`config.mk`:
```
export PLATFORM = sky130hd
export DESIGN_NAME = fbpwm_frame_gen
export DESIGN_NICKNAME = d
export VERILOG_FILES = /design/src/rtl/fbpwm_pkg.sv /design/src/rtl/fbpwm_sync.sv /design/src/rtl/fbpwm_prescaler.sv /design/src/rtl/fbpwm_frame_ctrl.sv /design/src/rtl/fbpwm_frame_gen.sv
export SDC_FILE = /design/constraint.sdc
export NUM_CORES = 1
export LEC_CHECK = 0
export ABC_AREA = 1
export CORE_MARGIN = 2
export CORE_UTILIZATION = 35
export DETAILED_ROUTE_END_ITERATION = 7
export HOLD_SLACK_MARGIN = 0.06
export PLACE_DENSITY = 0.55
export SLEW_MARGIN = 10
export SYNTH_ARGS = -nofsm -noshare
export SYNTH_HDL_FRONTEND = slang
export SYNTH_SLANG_ARGS = --single-unit
```
`constraint.sdc`:
```
create_clock -name clk -period 1.6 [get_ports clk]
set_input_delay 0.16 -clock clk [delete_from_list [all_inputs] [get_ports clk]]
set_output_delay 0.16 -clock clk [all_outputs]
set_load 0.02 [all_outputs]
```
`src/rtl/fbpwm_pkg.sv`:
```
package fbpwm_pkg;

  // Frame controller sequencing
  typedef enum logic [1:0] {
    ST_IDLE = 2'd0,   // disabled, everything held cleared
    ST_RUN  = 2'd1,   // stepping through the counts of a frame
    ST_WAIT = 2'd2    // last count done, waiting for release input low
  } frame_state_e;

endpackage

```
`src/rtl/fbpwm_sync.sv`:
```
module fbpwm_sync #(
  parameter int STAGES = 2
) (
  input  logic clk,
  input  logic rst_n,
  input  logic din,
  output logic dout
);

  localparam int LAST = STAGES - 1;

  logic [LAST:0] chain_q;
  logic [LAST:0] chain_n;

  generate
    if (STAGES == 1) begin : g_single
      always_comb chain_n = din;
    end else begin : g_multi
      always_comb chain_n = {chain_q[LAST-1:0], din};
    end
  endgenerate

  always_ff @(posedge clk or negedge rst_n) begin
    if (!rst_n) chain_q <= '0;
    else        chain_q <= chain_n;
  end

  assign dout = chain_q[LAST];

endmodule

```
`src/rtl/fbpwm_prescaler.sv`:
```
module fbpwm_prescaler #(
  parameter int BASE_W = 16
) (
  input  logic              clk,
  input  logic              rst_n,
  input  logic              run,
  input  logic [BASE_W-1:0] base_word,
  output logic              tick
);

  localparam logic [BASE_W-1:0] ONE = {{(BASE_W-1){1'b0}}, 1'b1};

  logic [BASE_W-1:0] base_eff;
  logic [BASE_W-1:0] pc_q;
  logic [BASE_W-1:0] pc_n;
  logic              pc_en;

  // zero is treated as one
  assign base_eff = (base_word == '0) ? ONE : base_word;
  assign tick     = run && (pc_q == (base_eff - ONE));
  assign pc_en    = run || (pc_q != '0);

  always_comb begin
    pc_n = pc_q;
    if (!run)      pc_n = '0;
    else if (tick) pc_n = '0;
    else           pc_n = pc_q + ONE;
  end

  always_ff @(posedge clk or negedge rst_n) begin
    if (!rst_n)     pc_q <= '0;
    else if (pc_en) pc_q <= pc_n;
  end

  AST_PC_LIMIT: assert property (@(posedge clk) disable iff (!rst_n)
    run |-> (pc_q < base_eff));

  AST_TICK_SPACING: assert property (@(posedge clk) disable iff (!rst_n)
    (tick && (base_eff != ONE)) |=> !tick);

  AST_IDLE_CLEAR: assert property (@(posedge clk) disable iff (!rst_n)
    !run |=> (pc_q == '0));

endmodule

```
`src/rtl/fbpwm_frame_ctrl.sv`:
```
module fbpwm_frame_ctrl
  import fbpwm_pkg::*;
#(
  parameter int FRAME_W = 16
) (
  input  logic               clk,
  input  logic               rst_n,
  input  logic               enable,
  input  logic               tick,
  input  logic               rel_hi,
  input  logic               trip_hi,
  input  logic [FRAME_W-1:0] len_word,
  input  logic [FRAME_W-1:0] duty_word,
  output logic               run,
  output logic               frame_done,
  output logic               pwm
);

  localparam logic [FRAME_W-1:0] ONE   = {{(FRAME_W-1){1'b0}}, 1'b1};
  localparam logic [FRAME_W:0]   ONE_X = {{FRAME_W{1'b0}}, 1'b1};

  frame_state_e       state_q, state_n;
  logic [FRAME_W-1:0] cnt_q, cnt_n;
  logic [FRAME_W-1:0] live_q, live_n;
  logic               out_q, out_n;
  logic               blank_q, blank_n;

  logic [FRAME_W-1:0] len_eff;
  logic [FRAME_W:0]   cnt_inc;
  logic               last_count;
  logic               start_c;

  assign len_eff    = (len_word == '0) ? ONE : len_word;
  assign cnt_inc    = {1'b0, cnt_q} + ONE_X;
  assign last_count = (cnt_q >= len_eff);

  // a new frame following a completed one
  always_comb begin
    start_c = 1'b0;
    if (enable && tick && !rel_hi) begin
      if (state_q == ST_WAIT)                     start_c = 1'b1;
      else if ((state_q == ST_RUN) && last_count) start_c = 1'b1;
    end
  end

  always_comb begin
    state_n = state_q;
    cnt_n   = cnt_q;
    live_n  = live_q;
    out_n   = out_q;
    blank_n = blank_q;

    if (!enable) begin
      state_n = ST_IDLE;
      cnt_n   = '0;
      live_n  = '0;
      out_n   = 1'b0;
      blank_n = 1'b0;
    end else begin
      unique case (state_q)
        ST_IDLE: begin
          // first frame starts on enable, duty taken immediately
          state_n = ST_RUN;
          cnt_n   = ONE;
          live_n  = duty_word;
          out_n   = (duty_word != '0);
          blank_n = 1'b0;
        end
        ST_RUN: begin
          if (tick) begin
            if (last_count) begin
              if (!rel_hi) begin
                cnt_n  = ONE;
                live_n = duty_word;
                out_n  = (duty_word != '0);
              end else begin
                state_n = ST_WAIT;
                out_n   = 1'b0;
              end
            end else begin
              cnt_n = cnt_inc[FRAME_W-1:0];
              out_n = ({1'b0, live_q} >= cnt_inc);
            end
          end
          if (start_c)      blank_n = 1'b0;
          else if (trip_hi) blank_n = 1'b1;
        end
        ST_WAIT: begin
          if (start_c) begin
            state_n = ST_RUN;
            cnt_n   = ONE;
            live_n  = duty_word;
            out_n   = (duty_word != '0);
            blank_n = 1'b0;
          end
        end
        default: begin
          state_n = ST_IDLE;
        end
      endcase
    end
  end

  always_ff @(posedge clk or negedge rst_n) begin
    if (!rst_n) begin
      state_q <= ST_IDLE;
      cnt_q   <= '0;
      live_q  <= '0;
      out_q   <= 1'b0;
      blank_q <= 1'b0;
    end else begin
      state_q <= state_n;
      cnt_q   <= cnt_n;
      live_q  <= live_n;
      out_q   <= out_n;
      blank_q <= blank_n;
    end
  end

  assign run        = enable && (state_q != ST_IDLE);
  assign frame_done = start_c;
  assign pwm        = out_q && !blank_q;

  AST_CNT_RANGE: assert property (@(posedge clk) disable iff (!rst_n)
    (state_q != ST_IDLE) |-> ((cnt_q >= ONE) && (cnt_q <= len_eff)));

  AST_LIVE_HELD: assert property (@(posedge clk) disable iff (!rst_n)
    (enable && (state_q != ST_IDLE) && !start_c) |=> $stable(live_q));

  AST_ZERO_DUTY_LOW: assert property (@(posedge clk) disable iff (!rst_n)
    ((state_q == ST_RUN) && (live_q == '0)) |-> !pwm);

  AST_WAIT_LOW: assert property (@(posedge clk) disable iff (!rst_n)
    (state_q == ST_WAIT) |-> !pwm);

  AST_WAIT_HOLD: assert property (@(posedge clk) disable iff (!rst_n)
    (enable && (state_q == ST_WAIT) && !start_c) |=> $stable(cnt_q));

  AST_BLANK_STICKY: assert property (@(posedge clk) disable iff (!rst_n)
    (enable && blank_q && !start_c) |=> !pwm);

endmodule

```
`src/rtl/fbpwm_frame_gen.sv`:
```
module fbpwm_frame_gen #(
  parameter int BASE_W      = 16,
  parameter int FRAME_W     = 16,
  parameter int SYNC_STAGES = 2
) (
  input  logic                       clk,
  input  logic                       rst_n,
  input  logic                       enable,
  input  logic [BASE_W+FRAME_W-1:0]  cfg_word,
  input  logic [FRAME_W-1:0]         duty_word,
  input  logic                       fb_release,
  input  logic                       fb_trip,
  input  logic                       flag_clr,
  output logic                       pwm_out,
  output logic                       frame_flag
);

  localparam int CFG_W = BASE_W + FRAME_W;

  // reset: asserted asynchronously, released on a clock edge
  logic [1:0] rst_pipe_q;
  logic       rst_int_n;

  always_ff @(posedge clk or negedge rst_n) begin
    if (!rst_n) rst_pipe_q <= 2'b00;
    else        rst_pipe_q <= {rst_pipe_q[0], 1'b1};
  end
  assign rst_int_n = rst_pipe_q[1];

  logic rel_s, trip_s;
  logic tick, run, frame_done, pwm;
  logic flag_q, flag_n;

  fbpwm_sync #(.STAGES(SYNC_STAGES)) u_sync_rel (
    .clk (clk), .rst_n (rst_int_n), .din (fb_release), .dout (rel_s)
  );

  fbpwm_sync #(.STAGES(SYNC_STAGES)) u_sync_trip (
    .clk (clk), .rst_n (rst_int_n), .din (fb_trip), .dout (trip_s)
  );

  fbpwm_prescaler #(.BASE_W(BASE_W)) u_presc (
    .clk       (clk),
    .rst_n     (rst_int_n),
    .run       (run),
    .base_word (cfg_word[BASE_W-1:0]),
    .tick      (tick)
  );

  fbpwm_frame_ctrl #(.FRAME_W(FRAME_W)) u_frame (
    .clk        (clk),
    .rst_n      (rst_int_n),
    .enable     (enable),
    .tick       (tick),
    .rel_hi     (rel_s),
    .trip_hi    (trip_s),
    .len_word   (cfg_word[CFG_W-1:BASE_W]),
    .duty_word  (duty_word),
    .run        (run),
    .frame_done (frame_done),
    .pwm        (pwm)
  );

  // completion flag: set has priority over clear
  always_comb begin
    flag_n = flag_q;
    if (!enable)         flag_n = 1'b0;
    else if (frame_done) flag_n = 1'b1;
    else if (flag_clr)   flag_n = 1'b0;
  end

  always_ff @(posedge clk or negedge rst_int_n) begin
    if (!rst_int_n) flag_q <= 1'b0;
    else            flag_q <= flag_n;
  end

  assign frame_flag = flag_q;
  assign pwm_out    = pwm;

  AST_FLAG_SET: assert property (@(posedge clk) disable iff (!rst_int_n)
    (enable && frame_done) |=> frame_flag);

  AST_FLAG_HOLD: assert property (@(posedge clk) disable iff (!rst_int_n)
    (enable && frame_flag && !flag_clr) |=> frame_flag);

  AST_IDLE_QUIET: assert property (@(posedge clk) disable iff (!rst_int_n)
    !enable |=> (!pwm_out && !frame_flag));

endmodule

```
======== Yosys cells after proc, flatten, opt, wreduce, memory -nomap -nowiden ========
Index checks and enable logic that the tools add are counted.
word-level totals
  bits of input ports ..................... 54
  latch bits .............................. 0
  ROM bits ................................ 0
  memories kept ........................... 0
  register bits ........................... 59
  memory bits (writable) .................. 0
operators by class
  divide/modulo/power cells ............... 0
  multiply operators ...................... 0
  reduce and logical (&&, ||, !) cells .... 20
  order comparisons ....................... 2
  bitwise logic cells ..................... 0
  multiplexer cells ....................... 39
  add/sub/neg operators ................... 3
  shift operators ......................... 0
  eq/ne operators ......................... 12
operators with widths
  cell                     number
  $mux W16                 14
  $pmux W16 S3             2
  $logic_not A16 Y1        2
  $reduce_bool A16 Y1      2
  $add A16 B1 Y17 const B  1
  $ge A16 B17 Y1           1
  $add A16 B1 Y16 const B  1
  $eq A16 B16 Y1           1
  $ge A16 B16 Y1           1
  $sub A16 B1 Y16 const B  1
  $mux W1                  15
  $mux W2                  5
  $ne A3 B3 Y1 const B     3
  $ne A4 B4 Y1 const B     2
  $reduce_and A4 Y1        2
  $logic_and A1 B1 Y1      6
  $ne A3 B2 Y1 const B     2
  $pmux W1 S3              2
  $pmux W2 S3              1
  $reduce_and A3 Y1        2
  $reduce_and A5 Y1        1
  $ne A4 B1 Y1 const B     1
  $ne A3 B1 Y1 const B     1
  $eq A2 B1 Y1 const B     1
  5 further kinds          6

======== Longest topological paths before layout ========
  depth after elaboration ................. 11
  depth in mapped cells ................... 25
  mapped depth without buffers ............ 24

======== Cells and area by module ========
Synthesis repeated with hierarchy kept, for this count alone.
second synthesis, totals
  cell total of the unflattened synthesis .. 715
  area, all modules ....................... 4903.5 sq um
modules (own cells, without submodules)
  module            times used  cells each  seq. area each (sq um)  area each (sq um)
  fbpwm_frame_ctrl  1           391         900.9                   2881.5
  fbpwm_prescaler   1           311         400.4                   1819.2
  fbpwm_frame_gen   1           9           75.1                    102.6
  fbpwm_sync        2           2           50.0                    50.0

======== Worst setup path before layout ========
OpenSTA, ideal clock, no wires.
  path kind ............................... input-to-reg
  start ................................... input cfg_word[11]
  end ..................................... register u_frame.cnt_q[13]
  buffers on the path ..................... 2
  slack ................................... -1091 ps
  data arrival time ....................... 2573 ps
  setup time .............................. 119 ps
  cell stages on the path ................. 22
  cell sequence ........................... nor2_1 nand2_2 nor2_4 nand2_2 buf_6 nand2_1 inv_1 ha_1 nand2_1 nor2_4 xor2_1 nand2_1 nand2_1 nor2_1 nand3_1 nor2_2 nand3_2 a21oi_4 nand3_4 buf_6 nand2_1 nand2_1
between the ends
  word-level cells in the longest chain between the ends .. 10
  elaborated cells on any way between the ends .. 11
ends and longest elaborated chain
  item                              RTL line                 source
  start: declaration                fbpwm_frame_gen.sv:9     input logic [BASE_W+FRAME_W-1:0] cfg_word,
  $logic_not A16 Y1                 fbpwm_prescaler.sv:19    assign base_eff = (base_word == '0) ? ONE : base_word;
  $mux W16 *                        fbpwm_prescaler.sv:19
  $sub A16 B1 Y16 *                 fbpwm_prescaler.sv:20    assign tick = run && (pc_q == (base_eff - ONE));
  $eq A16 B16 Y1 *                  fbpwm_prescaler.sv:20
  $logic_and A1 B1 Y1 *             fbpwm_prescaler.sv:20
  $logic_and A1 B1 Y1 (2 in a row)  fbpwm_frame_ctrl.sv:40   if (enable && tick && !rel_hi) begin
  $mux W1                           fbpwm_frame_ctrl.sv:40
  $ne A3 B3 Y1 (no line)            -
  $reduce_and A4 Y1 (no line) *     -
  end signal: assignment            fbpwm_frame_ctrl.sv:113  cnt_q <= cnt_n;
  end: declaration                  fbpwm_frame_ctrl.sv:23   logic [FRAME_W-1:0] cnt_q, cnt_n;
Mark *: on every way between the ends. The rest lies on a longest branch, timed or not.
A chain may end at the register's enable or synchronous reset.

======== Worst setup path after layout ========
  start ................................... register u_frame.cnt_q[1]
  end ..................................... register u_frame.out_q
between the ends
  word-level cells in the longest chain between the ends .. 7
  elaborated cells on any way between the ends .. 13
ends and longest elaborated chain
  item                                                                     RTL line                 source
  parallel branches: the longest is 7 deep, another holds $add A16 B1 Y17  -
  end signal: assignment                                                   fbpwm_frame_ctrl.sv:115  out_q <= out_n;
  end: declaration                                                         fbpwm_frame_ctrl.sv:25   logic out_q, out_n;
Several ways; the timed one is not identified. The select of a mux whose other input is x is not followed.

==> flow_summary.yaml <==
run_status:
  outcome: "finished with violations"
  violations: "setup timing"
cts:
  cts_sinks: 59
  cts_max_level: 3
  cts_max_path_buffers: 2
  clk_pin_slew_ns: 0.05
  clk_latency_ns: 0.34
  cts_root_buf: "clkbuf_16"
  tritoncts: "done"
  cts_buffers: 9
grt:
  grt_pass1_wl_um: 24640
  track_usage_pct: 20.96
  grt_pass1_vias: 5327
  grt_overflow: 0
  grt_start_max_net_pins: 58
  grt_antenna_before_repair: 0
pwr:
  peakVddDrop_uv: 578.4
  leakagePower_nw: 4.120
  powerDensity_nw_per_um2: 977.4
  finalPower_mw: 7.804
route:
  vias_per_cell: 4.877
  wl_per_cell_um: 13.65
  route.vias.total: 5370
  wl_um: 15030
  drtIter0Drc: 293
  drtPass1Iterations: 7
  drc: 0
  ant_nets: 0
die:
  ios: 56
  core_sq_um: 13300
  die_area_sq_um: 14610
  rows: 42
  die_h_um: 120.9
  die_w_um: 120.9
  start_util_pct: 35.95
timing:
  min_period_ns: 3.015
  fin_crit_sh_pct: 188.4
  finalSetupTns_ns: -32.78
  skew_ns: 0.008362
  hold_viol: 0
  maxSlewViolCount: 0
  grt_setup_unrepaired: "yes"
  worst_hold_slack_ns: 0.2618
  max_freq_ghz: 0.3317
  setup_ws_ns: -1.415
  finalSetupViolCount: 53
placement:
  pre_cts_ws_ns: -1.624
  dp_hpwl_um: 10130
  place.gp.congestion: 0.8815
  port_buffers: 55
logic_synthesis:
  synth_area_leaders: "dfrtp_1 31%, nand2_1 14%, ha_1 10%, inv_1 7.5%, nand4_1 6.8%"
  yosysTopAreaCell: "dfrtp_1"
  yosys_warnings: 0
  synth_area_sq_um: 4780
  synth_edf_count: 0
  async_reset_ff_share_pct: 100.0
  synth_top_area_share_pct: 30.89
  synth-seq-cells: 59
  syn_nets: 767
  syn_area_per_cell_sq_um: 7.102
  synth.distinct_cells: 37
  synth_flop_cell: "dfrtp_1"
  synth_seq_area_share_pct: 30.89
  synthCells: 673
finish:
  regArea_sq_um: 1478
  multi_input_area_sq_um: 3433
  areaGrowthSynthToFinish_pct: 67.04
  final_nets: 1015
  final_common_cell: "buf_4"
  diodes: 0
  layout_common_cells: "174 x buf_4, 140 x nand2_1, 90 x inv_1"
  fillers: 1188
  drive_gt1_share_pct: 37.62
setup_path:
  cp_num_buf_inv: 1
  worst_r2r_path_depth: 16
  cp.required_ns: 1.86
  startpoint_type: "flop"
  crit_fanout: 4
  cp_slowest_stage_delay_ns: 0.40
  cp_top_family: "simple AND/OR/NAND/NOR gates"
  critPathSlowestCell: "dfrtp_1"
  crit_type: "flop to flop"
  cp.depth: 16
  worstPathCellList: "nand3_2, nand3b_1, nand3b_1, nor3_2, buf_4, nand4_1, xor2_2, ha_1, nand4_1, nor4_2, nand2_1, nand3b_1, nand2_1, nand2_1, nand3_2, o21ai_2"
  arrival_ns: 3.27
  endpoint_kind: "flop"
job:
  cap_violations: 0
min_path:
  hold_path_class: "flop to asynchronous set/reset pin"
[state kept, by name, indices dropped and copies added (netlist names)]
signal,cells
u_presc.pc_q,16
u_sync_trip.chain_q,2
u_frame.live_q,16
frame_flag,1
u_frame.state_q,2
rst_pipe_q,2
u_sync_rel.chain_q,2
u_frame.blank_q,1
u_frame.cnt_q,16
u_frame.out_q,1
[timing repair]
item,in CTS,in global routing
setup buffers,31,8
cloned,6,0
pin swaps,63,54
setup endpoints to repair,53,54
hold buffers,1,0
endpoints found under the hold margin,2,0
resized for setup,174,68
[per-stage QoR]
step / utilization [%] / instances / cell area [sq um]
after floorplan: - / 673 / 4882
after global placement: 50.56 / 1041 / 6723
after detailed placement: 50.56 / 1041 / 6723
after CTS: 57.80 / 1093 / 7685
after global routing: 60.05 / 1101 / 7984
final: 60.05 / 1101 / 7984
[worst paths after layout]
check / startpoint / to / slack, ns
worst max-delay path: u_frame.cnt_q[1] / u_frame.out_q / -1.42
worst min-delay path: rst_pipe_q[1] / frame_flag / 0.26
worst max register to register: u_frame.cnt_q[1] / u_frame.out_q / -1.42
worst min register to register: rst_pipe_q[1] / frame_flag / 0.26
max in group asynchronous: rst_n / rst_pipe_q[1] / 0.94
min in group clk: fb_release / u_sync_rel.chain_q[0] / 0.27
[area by class of cell]
class / count / share of cell area (%)
clock buffer: 13 / 3.385
tap: 176 / 2.758
timing repair buffer: 251 / 27.58
sequential: 59 / 18.51
multi-input combinational: 503 / 43.00
inverter: 97 / 4.639
clock inverter: 2 / 0.1254
[logic make-up (layout without fill, tap and decap cells)]
group | Yosys count | in the layout | share of synthesized area, %
simple gates | 378 | 381 | 36.62
flops | 59 | 59 | 30.89
xor+xnor | 39 | 39 | 7.147
compound gates | 42 | 42 | 5.053
buf+inv | 114 | 363 | 9.738
other cells | 1 | 1 | 0.07846
fa+ha+maj | 40 | 40 | 10.47
[per-layer routing]
| layer | track usage [%] | part of all wire, % | up-vias |
|---|---|---|---|
| met5 | 0 | 0 | - |
| met3 | 2.914 | 4.6 | 26 |
| li1 | - | - | 2719 |
| met4 | 6.686 | 1.9 | 0 |
| met2 | 36.06 | 49 | 146 |
| met1 | 27.08 | 45 | 2479 |
[synth_stat cells, types with 2 or more instances]
master and n:
nor2_2 3, xnor2_1 7, buf_4 3, nand4_1 52, buf_6 3, nor3_1 14, nand3_2 2, nor2_4 3
inv_1 96, nor4_1 13, nand3_1 30, xor2_1 32, nand3b_1 5, clkbuf_1 7, nand3_4 2, o21ai_0 13
o21bai_1 2, buf_2 3, a21oi_1 20, ha_1 40, dfrtp_1 59, o211ai_1 2, nand2_2 4, nand2_1 180
nor2_1 66
[where the power goes]
group | switching, mW | total (mW) | internal [mW] | leakage (nW)
Clock | 0.641 | 1.80 | 1.16 | 0.141
Sequential | 0.234 | 2.02 | 1.79 | 0.785
Combinational | 2.17 | 3.98 | 1.81 | 3.19
Total | 3.05 | 7.80 | 4.76 | 4.12
(Power assumes the default switching activity.)
